<file path="config.mk">
export PLATFORM = sky130hd
export DESIGN_NAME = run_rate_select
export DESIGN_NICKNAME = d
export VERILOG_FILES = /design/src/rtl/run_rate_pkg.sv /design/src/rtl/key_conditioner.sv /design/src/rtl/rate_divider.sv /design/src/rtl/run_rate_select.sv
export SDC_FILE = /design/constraint.sdc
export NUM_CORES = 1
export LEC_CHECK = 0
export BUFFER_PORTS_ARGS = -buffer_cell sky130_fd_sc_hd__buf_4
export CAP_MARGIN = 10
export CORE_MARGIN = 2
export CORE_UTILIZATION = 65
export CTS_CLUSTER_DIAMETER = 40
export DETAILED_ROUTE_END_ITERATION = 10
export PLACE_DENSITY = 0.86
export SLEW_MARGIN = 20
export SYNTH_ARGS = -nofsm -noshare
export SYNTH_HDL_FRONTEND = slang
export SYNTH_SLANG_ARGS = --single-unit
</file>
<file path="constraint.sdc">
create_clock -name clk -period 5.25 [get_ports clk]
set_clock_uncertainty 0.1 [all_clocks]
set_input_delay 0.2625 -clock clk [delete_from_list [all_inputs] [get_ports clk]]
set_output_delay 0.2625 -clock clk [all_outputs]
set_load 0.1 [all_outputs]
</file>
<file path="src/rtl/run_rate_pkg.sv">
package run_rate_pkg;
  typedef enum logic [1:0] {
    MODE_STEP = 2'd0,
    MODE_SLOW = 2'd1,
    MODE_FAST = 2'd2
  } run_mode_e;

  localparam int NUM_KEYS = 3;
  localparam int KEY_STEP = 0;
  localparam int KEY_SLOW = 1;
  localparam int KEY_FAST = 2;
endpackage

</file>
<file path="src/rtl/key_conditioner.sv">
module key_conditioner #(
  parameter int DEB_CNT = 16
) (
  input  logic clk,
  input  logic rst,
  input  logic key_n,
  output logic pressed
);
  localparam int CW = (DEB_CNT < 2) ? 1 : $clog2(DEB_CNT);
  localparam logic [CW-1:0] LAST = CW'(DEB_CNT - 1);

  logic          meta_q, sync_q;
  logic          level_q;
  logic [CW-1:0] hold_q;

  // two-flop synchroniser, released level = 1
  always_ff @(posedge clk) begin
    if (rst) begin
      meta_q <= 1'b1;
      sync_q <= 1'b1;
    end else begin
      meta_q <= key_n;
      sync_q <= meta_q;
    end
  end

  // accept the new level after DEB_CNT consecutive cycles of disagreement
  always_ff @(posedge clk) begin
    if (rst) begin
      level_q <= 1'b1;
      hold_q  <= '0;
    end else if (sync_q == level_q) begin
      hold_q  <= '0;
    end else if (hold_q == LAST) begin
      level_q <= sync_q;
      hold_q  <= '0;
    end else begin
      hold_q  <= hold_q + 1'b1;
    end
  end

  assign pressed = ~level_q;
endmodule

</file>
<file path="src/rtl/rate_divider.sv">
module rate_divider
  import run_rate_pkg::*;
#(
  parameter int SLOW_TC = 1000,
  parameter int FAST_TC = 10
) (
  input  logic      clk,
  input  logic      rst,
  input  run_mode_e mode,
  output logic      settled,
  output logic      tick
);
  localparam int MAX_TC = (SLOW_TC > FAST_TC) ? SLOW_TC : FAST_TC;
  localparam int CW     = $clog2(MAX_TC);
  localparam logic [CW-1:0] SLOW_LAST = CW'(SLOW_TC - 1);
  localparam logic [CW-1:0] FAST_LAST = CW'(FAST_TC - 1);

  run_mode_e     mode_q;
  logic [CW-1:0] cnt_q;
  logic [CW-1:0] last;
  logic          auto_run;

  assign settled = (mode == mode_q);

  always_comb begin
    case (mode_q)
      MODE_SLOW: begin last = SLOW_LAST; auto_run = 1'b1; end
      MODE_FAST: begin last = FAST_LAST; auto_run = 1'b1; end
      default:   begin last = '0;        auto_run = 1'b0; end
    endcase
  end

  assign tick = settled && auto_run && (cnt_q == last);

  always_ff @(posedge clk) begin
    if (rst) begin
      mode_q <= MODE_STEP;
      cnt_q  <= '0;
    end else if (!settled) begin
      mode_q <= mode;
      cnt_q  <= '0;
    end else if (!auto_run || tick) begin
      cnt_q  <= '0;
    end else begin
      cnt_q  <= cnt_q + 1'b1;
    end
  end
endmodule

</file>
<file path="src/rtl/run_rate_select.sv">
module run_rate_select
  import run_rate_pkg::*;
#(
  parameter int DEB_CNT = 500000,
  parameter int SLOW_TC = 25000000,
  parameter int FAST_TC = 250000
) (
  input  logic clk,
  input  logic rst,
  input  logic step_key_n,
  input  logic slow_key_n,
  input  logic fast_key_n,
  output logic cpu_ce
);
  logic [NUM_KEYS-1:0] keys_n;
  logic [NUM_KEYS-1:0] keys_dn;
  logic                step_dn, slow_dn, fast_dn;
  logic                step_dn_q;
  logic                settled, tick;
  run_mode_e           cur_mode;

  assign keys_n[KEY_STEP] = step_key_n;
  assign keys_n[KEY_SLOW] = slow_key_n;
  assign keys_n[KEY_FAST] = fast_key_n;

  for (genvar k = 0; k < NUM_KEYS; k++) begin : g_key
    key_conditioner #(.DEB_CNT(DEB_CNT)) u_cond (
      .clk     (clk),
      .rst     (rst),
      .key_n   (keys_n[k]),
      .pressed (keys_dn[k])
    );
  end

  assign step_dn = keys_dn[KEY_STEP];
  assign slow_dn = keys_dn[KEY_SLOW];
  assign fast_dn = keys_dn[KEY_FAST];

  // priority: slow+turbo, then slow, then step
  always_comb begin
    if (slow_dn && fast_dn)  cur_mode = MODE_FAST;
    else if (slow_dn)        cur_mode = MODE_SLOW;
    else                     cur_mode = MODE_STEP;
  end

  rate_divider #(.SLOW_TC(SLOW_TC), .FAST_TC(FAST_TC)) u_div (
    .clk     (clk),
    .rst     (rst),
    .mode    (cur_mode),
    .settled (settled),
    .tick    (tick)
  );

  always_ff @(posedge clk) begin
    if (rst) begin
      step_dn_q <= 1'b0;
      cpu_ce    <= 1'b0;
    end else begin
      step_dn_q <= step_dn;
      cpu_ce    <= tick ||
                   (settled && cur_mode == MODE_STEP && step_dn && !step_dn_q);
    end
  end
endmodule

</file>
==> key figures, run 1 <==
Hold path
  • Min-Delay Path Class: primary input to register
  • Hold path startpoint: rst

Timing
  • Worst-Margin Slew: between 0.7 and 0.8 ns
  • Setup tns final: 0 ns
  • Max Transition Viols Final: 0
  • RSZ-0062 raised after global routing: no
  • Final min period: between 2 and 3 ns
  • Final Cycle Share: 48.83%
  • Setup violators final: 0
  • Max frequency: 390.1 MHz
  • Hold WS: 0.08153 ns
  • Fin worst setup slack: between 2 and 3 ns
  • Final hold vios: 0
  • Slew Limit Headroom: between 50% and 60%

Setup path
  • WP data required: approximately 5.4 ns
  • CP Launch Point: u_div.mode_q[0]
  • Worst-path cell chain: inv_2 > ha_1 > or4b_1 > a22oi_1 > o2111ai_1 > o21bai_2 > nor2_1
  • Worst setup SP type: register
  • Worst path bufs/invs: 1
  • WP data arrival: around 2.7 ns
  • Cell family with most CP delay: compound AO/OA/AOI/OAI gates
  • Endpoint type of the worst setup path: register
  • R2r startpoint: u_div.mode_q[0]
  • Crit Path Max Fanout: 18
  • Worst path slowest cell: o21bai_2
  • Setup Crit Path Kind: register to register
  • Max stage delay on crit path: 0.62 ns

Clock tree
  • CTS HTree Levels: 3
  • Root cell of the clock tree: clkbuf_8
  • CTS Sinks: 95
  • Maximum clock insertion buffer count: 2
  • Reg clk slew, reported paths: ~0.090 ns
  • Post_cts resized: 0
  • Post-CTS Setup Bufs: 0
  • CTS tree: done
  • CTS Buf Count: 9
  • Clock Latency Late Sink: around 0.36 ns

Die
  • Die width: roughly 84 um
  • Chip Height: between 80 and 90 um
  • Site Rows: 29
  • Starting Density: between 60% and 70%
  • I/O Pins: 6
  • Die ar.: a little over 7000 um^2
  • Core area: about 6300 um^2

Detailed routing
  • DRC Markers: 0
  • Detail Route Antenna Nets: 0
  • Via Count: approximately 3.2k
  • DR vias/cell: 5.632
  • First-pass DRT Iterations: 4
  • WL/cell: 12.67 um
  • Final WL: between 7000 and 8000 um
  • DRT iter0 DRCs: approximately 170

GRT
  • Largest net degree at the start of global routing: 19
  • Vias in the first global route: about 3.0k
  • Grt ovf: 0
  • GRT Util Overall: roughly 22%
  • Initial antenna violation count: 0
  • Global-route wire length before repair: around 13000 um

Synth
  • Cell taking the most area after synthesis: dfxtp_1
  • Netlist Area Pre-Place: between 4000 and 5000 um^2
  • Synth Register Bits: 95
  • Mean area per synthesized cell: 8.801 um^2
  • Mapped Nets: 486
  • YS warnings: 0
  • Cells taking the most area after synthesis: dfxtp_1, nor2_1, xor2_1
  • Synth Flop Type: dfxtp_1
  • Cell variety after synth: 43
  • Share of the synthesized area in the top cell type: a little under half
  • Async SR Flop Fraction: 0%
  • Cells after Synth: 475
  • Post-synth EDFFs: 0
  • Seq/Total Area, Yosys: a little under half

Place
  • GPL Wtd Cong: roughly 0.85
  • # placed instances: around 550
  • IO buf count: 5
  • Hpwl dp: 4894 um
  • Post-Place Worst Slack: around 2.7 ns

Pwr
  • Max rail drop VDD: between 0.15 and 0.2 mV
  • PwrDens: approximately 270 nW/um^2
  • Static leakage: roughly 0.0014 uW

Layout
  • Area Growth Syn to Fin: 7.602%
  • Share of layout cells above drive strength 1: between 7 and 8%
  • N_diodes: 0
  • Final nets: approximately 500
  • Area of the multi-input gates: 2180 um^2
  • Final Non-Filler Cells: 565
  • Core Util, Final: between 70% and 80%
  • Layout fillers: 464
  • Storage cell area: between 1500 and 2000 um^2

Run
  • Max_cap viols: 0

Outcome
  • Status: finished clean
[layout by cell type, fill, tap and decap left out, types with 2 or more instances in the layout]
master,netlist,layout
a211o_1,3,3
nand3_1,29,29
or2_2,6,6
nand2_1,34,34
nor2b_1,3,3
nor2_1,103,103
nand4_1,18,18
nand2b_1,4,4
or4_1,4,4
or2_1,2,2
clkbuf_8,0,9
dlygate4sd3_1,0,3
inv_1,12,12
ha_1,6,6
nor4_1,12,12
xor2_1,42,42
nand4b_1,3,3
and4_1,9,9
xnor2_1,35,35
nor4_2,4,4
inv_6,0,2
buf_4,1,5
and3_1,6,6
nor4b_1,3,3
dfxtp_1,95,95
clkinvlp_4,0,2
nor3_1,14,14
clkinv_4,0,2
[routing by layer]
| layer | GRT usage, % | wire length, um |
|---|---|---|
| met1 | 28.67 | 3424 |
| met2 | 35.14 | 3407 |
| met3 | 4.425 | 202 |
| met4 | 9.384 | 126 |
| met5 | 0 | 0 |
[sequential cells by signal, indices dropped and copies added, names as in the netlist]
signal,count
g_key.u_cond.sync_q,3
u_div.mode_q,2
g_key.u_cond.level_q,3
step_dn_q,1
cpu_ce,1
u_div.cnt_q,25
g_key.u_cond.hold_q,57
g_key.u_cond.meta_q,3
[layout make-up]
class	instances	share of cell area [%]
Sequential cell	95	42.28
Multi-Input combinational cell	356	48.46
Tap cell	77	2.142
Inverter	13	1.085
Clock buffer	9	2.754
Timing Repair Buffer	8	1.502
Clock inverter	7	1.780
[cells in the mapped netlist, drive strengths merged (7+ instances only)]
cell type    n
nand2       34
or2          8
nor3        14
nand4       19
dfxtp       95
xnor2       35
clkbuf       7
nor4        16
and4         9
nand3       29
xor2        42
nor2       103
inv         13
[path summary, 6_finish.rpt]
| kind | to | slack [ns] | cells past startpoint |
|---|---|---|---|
| min reg2reg | g_key[0].u_cond.sync_q | 0.31 | 1 |
| max | u_div.cnt_q[18] | 2.69 | 7 |
| max reg2reg | u_div.cnt_q[18] | 2.69 | 7 |
| min | u_div.mode_q[1] | 0.08 | 2 |
[where the power goes]
part           switching, uW  total, uW  internal (uW)  leakage [uW]
Combinational           6.60       12.8           6.23      0.000544
Sequential              1.72        724            723      0.000767
Clock                    259        484            225     0.0000964
Total                    267       1220            954       0.00141
[per-stage QoR]
step	area [um^2]	power (uW)
after CTS	4493	1234
after floorplan	4180	748.5
final	4498	1221
after global routing	4498	1261
after detailed placement	4259	752.5
after global placement	4259	751.8
[cell families after synthesis]
kind of cell / count (synthesis) / synth area share (%)
DFF: 95 / 45.50
AOI/OAI and AO/OA: 10 / 2.006
xor gates and xnor gates: 77 / 16.13
muxes: 1 / 0.2395
buffers and inverters: 24 / 2.484
adders and majority gates: 6 / 1.796
and+or+nand+nor: 262 / 31.85
[what timing repair did]
| action | CTS | global route |
|---|---|---|
| hold buffers | 3 | 0 |
| endpoints found under the setup margin | 0 | 0 |
| hold endpoints to repair | 3 | 0 |
No activity file was read; power rests on OpenSTA's default activity.
==> run 2: changes to the inputs <==
Settings changed: CORE_UTILIZATION 65 to 62, PLACE_DENSITY 0.86 to 0.83.
Clock period 5.25 ns to 2.4 ns, I/O delays scaled along.
==> run 2 against run 1 <==
Worst hold slack gained 0.24 ns. Highest routed layer unchanged. Sequential share of layout area shrank 0.88 points. Critical path type unchanged. Largest cell class unchanged. Clock power grew 100%.
==> key figures, run 2 (synthesized netlist as in run 1, its figures left out) <==
Run
  • Max_cap viols: 0 (unchanged)

Detailed routing
  • WL/cell: 12.68 um (about the same)
  • DRT iter0 DRCs: 170 (-1.2%)
  • DR vias/cell: 5.619 (-0.22%)
  • DRC Markers: 0 (unchanged)
  • Final WL: 7329 um (+2.4%)
  • First-pass DRT Iterations: 4 (unchanged)
  • Via Count: 3248 (+2.1%)
  • Detail Route Antenna Nets: 0 (unchanged)

GRT
  • Largest net degree at the start of global routing: 19 (unchanged)
  • Initial antenna violation count: 0 (unchanged)
  • Vias in the first global route: 3069 (+3.9%)
  • Grt ovf: 0 (unchanged)
  • GRT Util Overall: 21.85% (+0.031 points)
  • Global-route wire length before repair: 13210 um (+3.7%)

Clock tree
  • CTS tree: done
  • CTS HTree Levels: 3 (unchanged)
  • Maximum clock insertion buffer count: 2 (unchanged)
  • Post-CTS Setup Bufs: 0 (unchanged)
  • CTS Sinks: 95 (unchanged)
  • Clock Latency Late Sink: 0.36 ns (about the same)
  • Root cell of the clock tree: clkbuf_8
  • Reg clk slew, reported paths: 0.10 ns (about the same)
  • CTS Buf Count: 9 (unchanged)

Timing
  • Setup violators final: 0 (unchanged)
  • Max Transition Viols Final: 0 (unchanged)
  • Max frequency: 446.7 MHz (+15%)
  • RSZ-0062 raised after global routing: no
  • Worst-Margin Slew: 1.018 ns (+0.2752 ns)
  • Slew Limit Headroom: 31.56% (-19 points)
  • Setup tns final: 0 ns (unchanged)
  • Final min period: 2.239 ns (-0.3247 ns)
  • Final Cycle Share: 93.28% (+44 points)
  • Final hold vios: 0 (unchanged)
  • Fin worst setup slack: 0.1613 ns (-2.525 ns)

Layout
  • Top reg by flops: g_key.u_cond.hold_q
  • N_diodes: 0 (unchanged)
  • Max FFs per register: 57 (unchanged)
  • Commonest non-fill, non-tap cell in the layout: nor2_1
  • Share of layout cells above drive strength 1: 8.982% (+1.6 points)
  • Area Growth Syn to Fin: 9.967%
  • Final nets: 507 (+2.6%)
  • Most frequent cells in the layout: nor2_1, dfxtp_1, xor2_1, xnor2_1, nand2_1
  • Largest regs: g_key.u_cond.hold_q (57), u_div.cnt_q (25)

Die
  • Chip Height: 86.11 um (+2.3%)
  • Die ar.: 7415 um^2 (+4.6%)
  • Site Rows: 29 (unchanged)
  • Die width: 86.11 um (+2.3%)
  • Starting Density: 65.09% (-1.5 points)
  • I/O Pins: 6 (unchanged)
  • Core area: 6422 um^2 (+2.3%)

Place
  • GPL Wtd Cong: 0.8103 (-4.8%)
  • Hpwl dp: 5060 um (+3.4%)
  • Post-Place Worst Slack: 0.2109 ns (-2.505 ns)
  • IO buf count: 5 (unchanged)

Setup path
  • WP data arrival: 2.39 ns (-0.30 ns)
  • Worst setup SP type: register
  • Endpoint type of the worst setup path: register
  • Setup Crit Path Kind: register to register
  • WP data required: 2.56 ns (-2.82 ns)
  • Crit Path Max Fanout: 18 (unchanged)

Outcome
  • Status: finished clean

Hold path
  • Min-Delay Path Class: register to register

Pwr
  • Static leakage: 0.001461 uW (+3.8%)
  • PwrDens: 567.7 nW/um^2 (+110%)
  • Max rail drop VDD: 0.4399 mV (+120%)
run 2: worst max-delay path: stages, from the launching register on:
cell      delay (ns)
dfxtp_1         0.39
inv_1           0.09
and3_1          0.17
o31ai_1         0.86
o21bai_2        0.30
buf_12          0.17
nor2_1          0.05
run 2: metrics by stage:
stage | power [uW] | cell area (um^2) | hold slack [ns] | std cells | util [%]
final | 2610 | 4597 | 0.3224 | 578 | 71.58
after global routing | 2706 | 4597 | 0.3432 | 578 | 71.58
after CTS | 2634 | 4596 | 0.3204 | 578 | 71.56
after detailed placement | 1648 | 4339 | 0.2070 | 555 | 67.56
after global placement | 1647 | 4339 | 0.2071 | 555 | 67.56
after floorplan | 1637 | 4180 | 0.09851 | 475 | -
run 2: final cells by class:
type	count	area [um^2]
Multi-Input combinational cell	356	2175
Tap cell	77	96.34
Clock buffer	10	137.6
Fill cell	498	1826
Inverter	13	48.80
Timing Repair Buffer	21	187.7
Clock inverter	6	48.80
Sequential cell	95	1903
run 2: per-layer routing:
layer | track usage [%] | wire length [um]
met5 | 0 | 0
met1 | 27.23 | 3431
met2 | 36.72 | 3516
met3 | 5.197 | 256
met4 | 8.081 | 125
run 2: report_power, final:
group          switching, uW  internal [uW]  total [uW]
clock                    572            417         990
combinational           15.6           19.5        35.1
sequential              3.88           1580        1580
run 2: worst paths after layout:
kind / startpoint / to / slack [ns] / depth (start not counted)
hold / removal: g_key[1].u_cond.meta_q / g_key[1].u_cond.sync_q / 0.32 / 1
setup / recovery: u_div.mode_q[1] / u_div.cnt_q[19] / 0.16 / 6
hold reg to reg: g_key[1].u_cond.meta_q / g_key[1].u_cond.sync_q / 0.32 / 1
setup reg to reg: u_div.mode_q[1] / u_div.cnt_q[19] / 0.16 / 6
run 2: timing repair:
| action | CTS | global route |
|---|---|---|
| setup endpoints to repair | 0 | 18 |
| hold buffers | 7 | 0 |
| resized for setup | 0 | 1 |
| endpoints found under the hold margin | 12 | 0 |
==> run 3: changes to the inputs <==
Settings changed: ABC_AREA from default to 1, CORE_UTILIZATION 62 to 63, PLACE_DENSITY 0.83 to 0.84.
==> run 3 against run 2 <==
Via count up 34%. Sequential power about the same. Maximum frequency up 17%. Area after synthesis up 17%. Sequential share of layout area down 5.2 points.
==> key figures, run 3 <==
Pwr
  • Switching power: 570.6 uW (-3.6%)
  • Clk pwr share: 37.2% (-0.7 points)
  • Max rail drop VDD: 0.4718 mV (+7.3%)
  • PwrDens: 490.0 nW/um^2 (-14%)
  • Combinational Power Share: 1.4% (about the same)
  • Total power: 2577 uW (-1.3%)
  • Static leakage: 0.001863 uW (+28%)
  • Flop pwr share: 61.5% (+0.8 points)
  • Switching share of power: 22.14% (-0.54 points)
  • Internal power: 2006 uW (-0.58%)

Synth
  • Cell variety after synth: 30 (-30%)
  • Share of the synthesized area in the top cell type: 38.83% (-6.7 points)
  • Cells taking the most area after synthesis: dfxtp_1, nand2_1, nor2_1
  • Commonest cells post-synth: nand2_1, nor2_1, dfxtp_1
  • Cells after Synth: 732 (+54%)
  • Synth Flop Type: dfxtp_1
  • Most common cell in the netlist: nand2_1
  • Netlist Area Pre-Place: 4898 um^2 (+17%)
  • YS warnings: 0 (unchanged)
  • Mapped Nets: 743 (+53%)
  • Post-synth EDFFs: 0 (unchanged)
  • Seq/Total Area, Yosys: 38.83% (-6.7 points)
  • Async SR Flop Fraction: 0% (unchanged)
  • Synth Register Bits: 95 (unchanged)
  • Mean area per synthesized cell: 6.692 um^2 (-24%)
  • Cell taking the most area after synthesis: dfxtp_1

Clock tree
  • CTS Sinks: 95 (unchanged)
  • Maximum clock insertion buffer count: 2 (unchanged)
  • CTS tree: done
  • Reg clk slew, reported paths: 0.09 ns (about the same)
  • CTS HTree Levels: 3 (unchanged)
  • CTS Buf Count: 9 (unchanged)
  • Root cell of the clock tree: clkbuf_8
  • Clock Latency Late Sink: 0.36 ns (about the same)
  • Post-CTS Setup Bufs: 0 (unchanged)

GRT
  • Global-route wire length before repair: 17000 um (+29%)
  • Grt ovf: 0 (unchanged)
  • Vias in the first global route: 4232 (+38%)
  • Largest net degree at the start of global routing: 26 (+7)
  • Initial antenna violation count: 0 (unchanged)
  • GRT Util Overall: 24.12% (+2.3 points)

Layout
  • Largest regs: g_key.u_cond.hold_q (57), u_div.cnt_q (25)
  • Finished Cell Area: 5259 um^2 (+14%)
  • Layout fillers: 656 (+32%)
  • Final nets: 760 (+50%)
  • Area Growth Syn to Fin: 7.356%
  • Top reg by flops: g_key.u_cond.hold_q
  • Core Util, Final: 68.77% (-2.8 points)
  • Most frequent cells in the layout: nand2_1, nor2_1, dfxtp_1, inv_1, nand3_1
  • Final Non-Filler Cells: 856 (+48%)
  • Commonest non-fill, non-tap cell in the layout: nand2_1
  • Max FFs per register: 57 (unchanged)
  • Share of layout cells above drive strength 1: 6.897% (-2.1 points)
  • N_diodes: 0 (unchanged)

Setup path
  • Setup Crit Path Kind: register to register
  • RR Endpoint: g_key[2].u_cond.hold_q[16]
  • Endpoint type of the worst setup path: register
  • Worst setup SP type: register
  • WP data arrival: 2.08 ns (-0.31 ns)
  • Worst r2r path cells: 8 (+2)
  • WP data required: 2.56 ns (about the same)
  • Crit Path Max Fanout: 18 (unchanged)
  • R2r startpoint: g_key[2].u_cond.hold_q[0]
  • Reg-to-reg slack, setup: 0.48 ns (+0.32 ns)

Die
  • Die width: 92.18 um (+7.0%)
  • Starting Density: 64.05% (-1.0 points)
  • Chip Height: 92.18 um (+7.0%)
  • Die ar.: 8496 um^2 (+15%)
  • Core area: 7647 um^2 (+19%)
  • I/O Pins: 6 (unchanged)
  • Site Rows: 32 (+10%)

Detailed routing
  • Final WL: 9436 um (+29%)
  • WL/cell: 11.02 um (-13%)
  • Detail Route Antenna Nets: 0 (unchanged)
  • DR vias/cell: 5.072 (-9.7%)
  • First-pass DRT Iterations: 5 (+1)
  • Via Count: 4342 (+34%)
  • DRT iter0 DRCs: 164 (-3.5%)
  • DRC Markers: 0 (unchanged)

Timing
  • Final Cycle Share: 79.85% (-13 points)
  • Max frequency: 521.8 MHz (+17%)
  • Setup violators final: 0 (unchanged)
  • Final hold vios: 0 (unchanged)
  • Slew Limit Headroom: 72.84% (+41 points)
  • RSZ-0062 raised after global routing: no
  • Setup tns final: 0 ns (unchanged)
  • Max Transition Viols Final: 0 (unchanged)
  • Worst-Margin Slew: 0.4043 ns (-0.6136 ns)
  • Final min period: 1.916 ns (-0.3224 ns)

Place
  • Hpwl dp: 6923 um (+37%)
  • IO buf count: 5 (unchanged)
  • GPL Wtd Cong: 0.9641 (+19%)
  • # placed instances: 833 (+50%)
  • Post-Place Cell Area: 5012 um^2 (+16%)

Hold path
  • Min-Delay Path Class: register to register
  • Hold path startpoint: g_key[1].u_cond.meta_q
  • Depth of the worst hold-timing path: 1 (unchanged)
  • Hold Path Sink: g_key[1].u_cond.sync_q

Run
  • Max_cap viols: 0 (unchanged)

Outcome
  • Status: finished clean
run 3: worst max-delay path, cell delays in order, from the launching register on:
cell and delay (ns):
dfxtp_1 0.41, ha_1 0.26, nand3_1 0.20, nor3_2 0.20, nand3_1 0.15, nand2_2 0.30, inv_1 0.10, nand2_1 0.08
inv_1 0.03
run 3: worst max-delay path by stage:
| stage | from | end | slack (ns) | cells past startpoint |
|---|---|---|---|---|
| finish | g_key[2].u_cond.hold_q[0] | g_key[2].u_cond.hold_q[16] | 0.48 | 8 |
| global placement | u_div.mode_q[0] | u_div.cnt_q[10] | 0.59 | 12 |
| floorplan | u_div.mode_q[0] | u_div.cnt_q[10] | 0.70 | 13 |
| detailed placement | g_key[2].u_cond.hold_q[0] | g_key[2].u_cond.hold_q[16] | 0.47 | 8 |
| global route | u_div.mode_q[0] | u_div.cnt_q[15] | 0.30 | 12 |
| CTS | g_key[2].u_cond.hold_q[0] | g_key[2].u_cond.hold_q[16] | 0.46 | 8 |
run 3: layer usage:
metal / part of all wire (%) / track usage (%) / up-vias
met2: 49 / 44.24 / 75
met4: 2.1 / 8.706 / 0
met5: 0 / 0 / -
met1: 46 / 27.70 / 1955
li1: - / - / 2292
met3: 3.1 / 4.766 / 20
run 3: layout make-up:
type                       instances  area, um^2  share of cell area (%)
clock buffer                      12       145.1                   2.760
clock inverter                     4       31.28                  0.5948
inverter                          86       322.8                   6.138
multi-input combinational        545        2623                   49.87
sequential                        95        1902                   36.16
tap                              102       127.6                   2.427
timing repair buffer              12       107.6                   2.046
run 3: kinds of logic after synthesis:
group,after synthesis,share of synthesized area (%)
and+or+nand+nor,468,41.23
xor gates and xnor gates,42,7.663
DFF,95,38.82
buffers and inverters,92,7.637
AOI/OAI and AO/OA,29,3.116
adders and majority gates,6,1.533
run 3: power by group through the flow:
stage                     registers [uW]  clock network, uW  logic [uW]
after floorplan                     1620                  0        18.3
after global placement              1620                  0        24.8
after detailed placement            1620                  0        26.1
after CTS                           1580                978        34.8
after global routing                1590               1040        38.7
final                               1580                957        34.8
run 3: metrics by stage:
| step | hold WS, ns | worst slack, ns |
|---|---|---|
| after floorplan | 0.1238 | 0.6977 |
| after global placement | 0.2051 | 0.5885 |
| after detailed placement | 0.2087 | 0.4744 |
| after CTS | 0.3180 | 0.4599 |
| after global routing | 0.3273 | 0.3027 |
| final | 0.3160 | 0.4837 |
run 3: what timing repair did:
item | in CTS | in global routing
hold buffers | 7 | 0
endpoints found under the hold margin | 9 | 0
resized for setup | 0 | 0
